## src/rtl/irq_ctrl_pkg.sv

```systemverilog
package irq_ctrl_pkg;
  typedef enum logic [2:0] {
    ST_IDLE,
    ST_BASE,
    ST_CASC,
    ST_MODE,
    ST_RUN
  } setup_st_t;

  localparam logic [2:0] OP_AEOI_CLR = 3'b000;
  localparam logic [2:0] OP_NS_EOI   = 3'b001;
  localparam logic [2:0] OP_SP_EOI   = 3'b011;
  localparam logic [2:0] OP_AEOI_SET = 3'b100;
  localparam logic [2:0] OP_ROT_NS   = 3'b101;
  localparam logic [2:0] OP_SET_LOW  = 3'b110;
  localparam logic [2:0] OP_ROT_SP   = 3'b111;
endpackage

```

## src/rtl/irq_ctrl_cfg.sv

```systemverilog
module irq_ctrl_cfg
  import irq_ctrl_pkg::*;
#(
  parameter int DATA_W = 8,
  localparam int IW = $clog2(DATA_W)
) (
  input  logic              clk,
  input  logic              rst,
  input  logic              wr_en,
  input  logic              addr,
  input  logic [DATA_W-1:0] wr_data,
  output logic              ready,
  output logic              setup_start,
  output logic              level_mode,
  output logic              single_mode,
  output logic              aeoi,
  output logic [DATA_W-IW-1:0] vec_base,
  output logic [DATA_W-1:0] casc_cfg,
  output logic [4:0]        mode_cfg,
  output logic [DATA_W-1:0] mask,
  output logic              rd_isr,
  output logic              op_vld,
  output logic [2:0]        op_code,
  output logic [IW-1:0]     op_lvl
);
  setup_st_t st;
  logic      need_mode;

  assign ready       = (st == ST_RUN);
  assign setup_start = wr_en && !addr && wr_data[4];
  assign op_vld      = wr_en && !addr && ready && (wr_data[4:3] == 2'b00);
  assign op_code     = wr_data[7:5];
  assign op_lvl      = wr_data[IW-1:0];
  assign aeoi        = mode_cfg[1];

  always_ff @(posedge clk) begin
    if (rst) begin
      st          <= ST_IDLE;
      need_mode   <= 1'b0;
      single_mode <= 1'b0;
      level_mode  <= 1'b0;
      vec_base    <= '0;
      casc_cfg    <= '0;
      mode_cfg    <= '0;
      mask        <= '0;
      rd_isr      <= 1'b0;
    end else if (setup_start) begin
      st          <= ST_BASE;
      need_mode   <= wr_data[0];
      single_mode <= wr_data[1];
      level_mode  <= wr_data[3];
      mode_cfg    <= '0;
      mask        <= '0;
      rd_isr      <= 1'b0;
    end else if (wr_en && addr) begin
      case (st)
        ST_BASE: begin
          vec_base <= wr_data[DATA_W-1:IW];
          st <= !single_mode ? ST_CASC : (need_mode ? ST_MODE : ST_RUN);
        end
        ST_CASC: begin
          casc_cfg <= wr_data;
          st <= need_mode ? ST_MODE : ST_RUN;
        end
        ST_MODE: begin
          mode_cfg <= wr_data[4:0];
          st <= ST_RUN;
        end
        ST_RUN:  mask <= wr_data;
        default: ;
      endcase
    end else if (wr_en && ready && (wr_data[4:3] == 2'b01) && wr_data[1]) begin
      rd_isr <= wr_data[0];
    end
  end
endmodule

```

## src/rtl/irq_ctrl_req.sv

```systemverilog
module irq_ctrl_req #(
  parameter int NUM = 8
) (
  input  logic           clk,
  input  logic           rst,
  input  logic           enable,
  input  logic           level_mode,
  input  logic [NUM-1:0] lines,
  input  logic [NUM-1:0] clr,
  output logic [NUM-1:0] irr
);
  logic [NUM-1:0] lines_q;

  always_ff @(posedge clk) begin
    if (rst) begin
      lines_q <= '0;
      irr     <= '0;
    end else begin
      lines_q <= lines;
      if (!enable)         irr <= '0;
      else if (level_mode) irr <= lines & ~clr;
      else                 irr <= (irr & ~clr) | (lines & ~lines_q);
    end
  end
endmodule

```

## src/rtl/irq_ctrl_prio.sv

```systemverilog
module irq_ctrl_prio #(
  parameter int NUM = 8,
  localparam int IW = $clog2(NUM)
) (
  input  logic [NUM-1:0] vec,
  input  logic [IW-1:0]  low_pri,
  output logic           valid,
  output logic [IW-1:0]  idx
);
  logic [IW-1:0] cand;

  always_comb begin
    valid = |vec;
    idx   = '0;
    cand  = '0;
    for (int k = NUM - 1; k >= 0; k--) begin
      cand = low_pri + IW'(1) + IW'(k);
      if (vec[cand]) idx = cand;
    end
  end
endmodule

```

## src/rtl/irq_ctrl.sv

```systemverilog
module irq_ctrl
  import irq_ctrl_pkg::*;
#(
  parameter int DATA_W = 8
) (
  input  logic              clk,
  input  logic              rst,
  input  logic              wr_en,
  input  logic              addr,
  input  logic [DATA_W-1:0] wr_data,
  input  logic              rd_en,
  output logic [DATA_W-1:0] rd_data,
  input  logic [DATA_W-1:0] irq_in,
  input  logic              ack,
  output logic              int_out,
  output logic [DATA_W-1:0] vec_out,
  output logic              vec_valid,
  output logic [DATA_W-1:0] casc_cfg,
  output logic              single_mode,
  output logic [4:0]        mode_cfg
);
  localparam int NUM = DATA_W;
  localparam int IW  = $clog2(NUM);
  localparam logic [NUM-1:0] ONE = NUM'(1);

  logic ready, setup_start, level_mode, aeoi, rd_isr, op_vld;
  logic [DATA_W-IW-1:0] vec_base;
  logic [NUM-1:0] mask, irr, isr, irr_clr, isr_clr, isr_set;
  logic [2:0]     op_code;
  logic [IW-1:0]  op_lvl, low_pri, lp_nxt, req_i, isr_i, req_rank, isr_rank;
  logic           req_v, isr_v, pend, take, rot_aeoi;

  irq_ctrl_cfg #(.DATA_W(DATA_W)) u_cfg (
    .clk(clk), .rst(rst), .wr_en(wr_en), .addr(addr), .wr_data(wr_data),
    .ready(ready), .setup_start(setup_start), .level_mode(level_mode),
    .single_mode(single_mode), .aeoi(aeoi), .vec_base(vec_base),
    .casc_cfg(casc_cfg), .mode_cfg(mode_cfg), .mask(mask), .rd_isr(rd_isr),
    .op_vld(op_vld), .op_code(op_code), .op_lvl(op_lvl)
  );

  irq_ctrl_req #(.NUM(NUM)) u_req (
    .clk(clk), .rst(rst), .enable(ready), .level_mode(level_mode),
    .lines(irq_in), .clr(irr_clr), .irr(irr)
  );

  irq_ctrl_prio #(.NUM(NUM)) u_pick_req (
    .vec(irr & ~mask), .low_pri(low_pri), .valid(req_v), .idx(req_i)
  );

  irq_ctrl_prio #(.NUM(NUM)) u_pick_isr (
    .vec(isr), .low_pri(low_pri), .valid(isr_v), .idx(isr_i)
  );

  // rank 0 is the input just after the lowest-priority one
  assign req_rank = req_i - low_pri - IW'(1);
  assign isr_rank = isr_i - low_pri - IW'(1);
  assign pend     = ready && req_v && (!isr_v || (req_rank < isr_rank));
  assign take     = ack && pend;
  assign irr_clr  = take ? (ONE << req_i) : '0;
  assign isr_set  = (take && !aeoi) ? (ONE << req_i) : '0;

  always_comb begin
    isr_clr = '0;
    lp_nxt  = low_pri;
    if (op_vld) begin
      case (op_code)
        OP_NS_EOI:  if (isr_v) isr_clr = ONE << isr_i;
        OP_SP_EOI:  isr_clr = ONE << op_lvl;
        OP_ROT_NS:  if (isr_v) begin
                      isr_clr = ONE << isr_i;
                      lp_nxt  = isr_i;
                    end
        OP_ROT_SP:  begin
                      isr_clr = ONE << op_lvl;
                      lp_nxt  = op_lvl;
                    end
        OP_SET_LOW: lp_nxt = op_lvl;
        default: ;
      endcase
    end
    if (take && aeoi && rot_aeoi) lp_nxt = req_i;
  end

  always_ff @(posedge clk) begin
    if (rst || setup_start) begin
      isr      <= '0;
      low_pri  <= '1;
      rot_aeoi <= 1'b0;
    end else begin
      isr     <= (isr & ~isr_clr) | isr_set;
      low_pri <= lp_nxt;
      if (op_vld && op_code == OP_AEOI_SET) rot_aeoi <= 1'b1;
      if (op_vld && op_code == OP_AEOI_CLR) rot_aeoi <= 1'b0;
    end
  end

  always_ff @(posedge clk) begin
    if (rst) begin
      int_out   <= 1'b0;
      vec_out   <= '0;
      vec_valid <= 1'b0;
      rd_data   <= '0;
    end else begin
      int_out   <= pend && !ack;
      vec_valid <= ack;
      if (ack) vec_out <= {vec_base, pend ? req_i : {IW{1'b1}}};
      if (rd_en) rd_data <= addr ? mask : (rd_isr ? isr : irr);
    end
  end
endmodule

```

## config.mk

```make
export PLATFORM = sky130hd
export DESIGN_NAME = irq_ctrl
export DESIGN_NICKNAME = d
export VERILOG_FILES = /design/src/rtl/irq_ctrl_pkg.sv /design/src/rtl/irq_ctrl_cfg.sv /design/src/rtl/irq_ctrl_req.sv /design/src/rtl/irq_ctrl_prio.sv /design/src/rtl/irq_ctrl.sv
export SDC_FILE = /design/constraint.sdc
export NUM_CORES = 1
export LEC_CHECK = 0
export BUFFER_PORTS_ARGS = -buffer_cell sky130_fd_sc_hd__buf_2
export CAP_MARGIN = 40
export CORE_MARGIN = 4
export CORE_UTILIZATION = 35
export CTS_BUF_LIST = sky130_fd_sc_hd__clkbuf_2 sky130_fd_sc_hd__clkbuf_4 sky130_fd_sc_hd__clkbuf_8
export DETAILED_ROUTE_END_ITERATION = 16
export PLACE_DENSITY_LB_ADDON = 0.05
export SYNTH_ARGS = -nofsm -noshare
export SYNTH_HDL_FRONTEND = slang
export SYNTH_SLANG_ARGS = --single-unit
export TNS_END_PERCENT = 100
```

## constraint.sdc

```tcl
create_clock -name clk -period 7.3 [get_ports clk]
set_input_delay 0.365 -clock clk [delete_from_list [all_inputs] [get_ports clk]]
set_output_delay 0.365 -clock clk [all_outputs]
set_load 0.01 [all_outputs]
```

==> results.sh <==
export IMPL_die_h_um=134
export IMPL_synth_most_common_cell="dfxtp_1"
export IMPL_post_route_drc_count=0
export IMPL_insertedDiodeCount=0
export IMPL_layout_drive_gt1_share=0.176
export IMPL_ctsRootBufferMaster="clkbuf_8"
export IMPL_final_period_utilization=0.849
export IMPL_critical_path_class="flop to flop"
export IMPL_max_freq_mhz=161
export IMPL_yosysSeqAreaShare=0.287
export IMPL_ant_nets=0
export IMPL_cts_resized=0
export IMPL_end_kind="flop"
export IMPL_r2r_start="low_pri[0]"
export IMPL_initial_utilization=0.360
export IMPL_cp_max_fo=39
export IMPL_fp_coreArea_mm2=0.0153
export IMPL_synth_edf_count=0
export IMPL_post_drt_wl_per_cell_um=20.0
export IMPL_gp_congestion=0.896
export IMPL_track_usage=0.199
export IMPL_required_ps=7550
export IMPL_post_cts_buffers=0
export IMPL_clock_latency_ps=380
export IMPL_grt_pass1_vias=4936
export IMPL_cts_hold_buf=0
export IMPL_synth_seq_cells=79
export IMPL_crit_start="low_pri[0]"
export IMPL_antenna_found_initial=0
export IMPL_skew_ps=15.4
export IMPL_gr_total_overflow=0
export IMPL_startpoint_type="flop"
export IMPL_synth_top_area_frac=0.287
export IMPL_cts_tree="built"
export IMPL_syn_avg_cell_area_um2=8.76
export IMPL_setup_violations=0
export IMPL_area_growth_pct=10.5
export IMPL_first_pass_iters=5
export IMPL_p_leak_nw=2.46
export IMPL_die_x_um=134
export IMPL_synth_ff_type="dfxtp_1"
export IMPL_htree_levels=3
export IMPL_async_flop_share=0
export IMPL_cts_inserted_buffers=9
export IMPL_rsz0062_at_grt="false"
export IMPL_worstMarginPinSlew_ps=893
export IMPL_crit_buf_inv=2
export IMPL_critPathSlowestCell="o32ai_4"
export IMPL_timing_hold_violations_final=0
export IMPL_outcome="completed"
export IMPL_final_fill_count=1588
export IMPL_finalCriticalPeriod_ps=6200
export IMPL_numPortBuffers=53
export IMPL_grt_pass1_wl_um=28000
export IMPL_finalPower_uw=812
export IMPL_vdd_ir_drop_max_v=0.000111
export IMPL_via_per_inst=5.77
export IMPL_syn_area_mm2=0.00552
export IMPL_yosys_warnings=0
export IMPL_rows=45
export IMPL_synth_cells=630
export IMPL_hold_ws_ps=239
export IMPL_slew_viol_final=0
export IMPL_fin_util=0.398
export IMPL_maxSlewHeadroom=0.405
export IMPL_max_cap_violations=0
export IMPL_min_delay_start="irq_in[5]"
export IMPL_tns_ps=0
export IMPL_syn_nets=660
export IMPL_critPathTopFamily="compound AO/OA/AOI/OAI gates"
export IMPL_cp_cell_sequence="buf_4 -> ha_1 -> xnor3_1 -> mux2i_1 -> nand3_1 -> o32ai_4 -> inv_4 -> ha_1 -> fa_1 -> xor2_1 -> xnor2_1 -> ha_1 -> a21oi_1 -> o2111a_1 -> nand3_1 -> o311ai_0 -> nand3_1"
export IMPL_cts_sinks=79
export IMPL_vias=5045
export IMPL_clk_pin_slew_ps=90
export IMPL_hold_path_class="input pin to flop"
export IMPL_fin_nets=688
export IMPL_post_dp_hpwl_um=12700
export IMPL_critPathArrivalTime_ps=6450
export IMPL_synth_cell_types=73
export IMPL_clockBufferDepth=2
export IMPL_reg2reg_slack_ps=1100
export IMPL_finalWirelength_um=17500
export IMPL_synth_largest_area_cell="dfxtp_1"
export IMPL_grt_max_degree=48
export IMPL_max_stage_delay_ps=650
export IMPL_yosys_top_cells_area="dfxtp_1 29%, mux2i_1 12%, mux4_2 8.2%"
export IMPL_powerDensity_mw_per_mm2=133
export IMPL_ioPinCount=54
export IMPL_die_area_mm2=0.0178
export IMPL_drt_initial_drc_count=448
export IMPL_yosys_top_cells_count="79 x dfxtp_1, 67 x mux2i_1, 63 x nor2_1"
==> per-stage QoR <==
step                worst slack [ps]  cell area (µm²)  cells
floorplan                       1650             5520    630
global placement                1400             5890    856
detailed placement              1160             5910    858
CTS                             1120             6100    874
global route                     585             6100    874
finish                          1100             6100    874
==> path summary, 6_finish.rpt <==
check,depth (start not counted),end
setup / recovery,17,u_req.irr[0]
hold / removal,2,u_req.lines_q[5]
setup reg to reg,17,u_req.irr[0]
hold reg to reg,2,u_req.irr[5]
==> per-layer routing <==
metal  vias up  GRT usage  routed length, µm
met3        33     0.0336                786
met1      2449      0.272               8270
li1       2405          -                  -
met2       158      0.313               7920
met4         0     0.0771                490
met5         -          0                  0
==> cells in the final DEF, fill, tap and decap left out, types with 10 or more instances in the layout <==
cell type,instances
a21oi_1,28
buf_2,54
clkbuf_8,10
dfxtp_1,79
mux2i_1,67
mux4_2,20
nand2_1,54
nand2b_1,18
nand3_1,21
nand3b_1,15
nor2_1,63
nor2b_1,24
nor3_1,12
o211ai_1,13
o21ai_0,25
==> state kept, by name (all words and copies together) (netlist names) <==
register and cells:
u_cfg.mask 8, u_cfg.level_mode 1, rd_data 8, u_cfg.casc_cfg 8
rot_aeoi 1, u_req.irr 8, isr 8, int_out 1
vec_out 8, u_cfg.st 3, u_cfg.rd_isr 1, u_cfg.need_mode 1
u_cfg.mode_cfg 5, u_req.lines_q 8, low_pri 3, u_cfg.vec_base 5
vec_valid 1, u_cfg.single_mode 1
==> logic make-up (layout without fill, tap and decap cells) <==
logic type	count (synthesis)	in the layout	share of synthesized area
AO/OA/AOI/OAI	137	137	0.180
XOR/XNOR	10	10	0.0211
adder cells (fa/ha/maj)	8	8	0.0209
buffers and inverters	58	91	0.0474
flip-flops	79	79	0.287
multiplexers	95	95	0.221
AND/OR/NAND/NOR	243	243	0.223
==> layout make-up <==
class	instances	area, µm²	area share
Inverter	12	47.5	0.00779
Sequential cell	79	1580	0.259
Multi-Input combinational cell	493	3670	0.602
Clock buffer	10	138	0.0226
Clock inverter	6	53.8	0.00882
Timing Repair Buffer	63	340	0.0558
Tap cell	211	264	0.0433
==> report_power, final <==
group          total [mW]  switching [mW]  internal (mW)
Clock               0.327           0.189          0.138
Sequential          0.439         0.00295          0.436
Combinational      0.0463          0.0316         0.0147
Note: power is estimated with default switching activity, not from simulation.
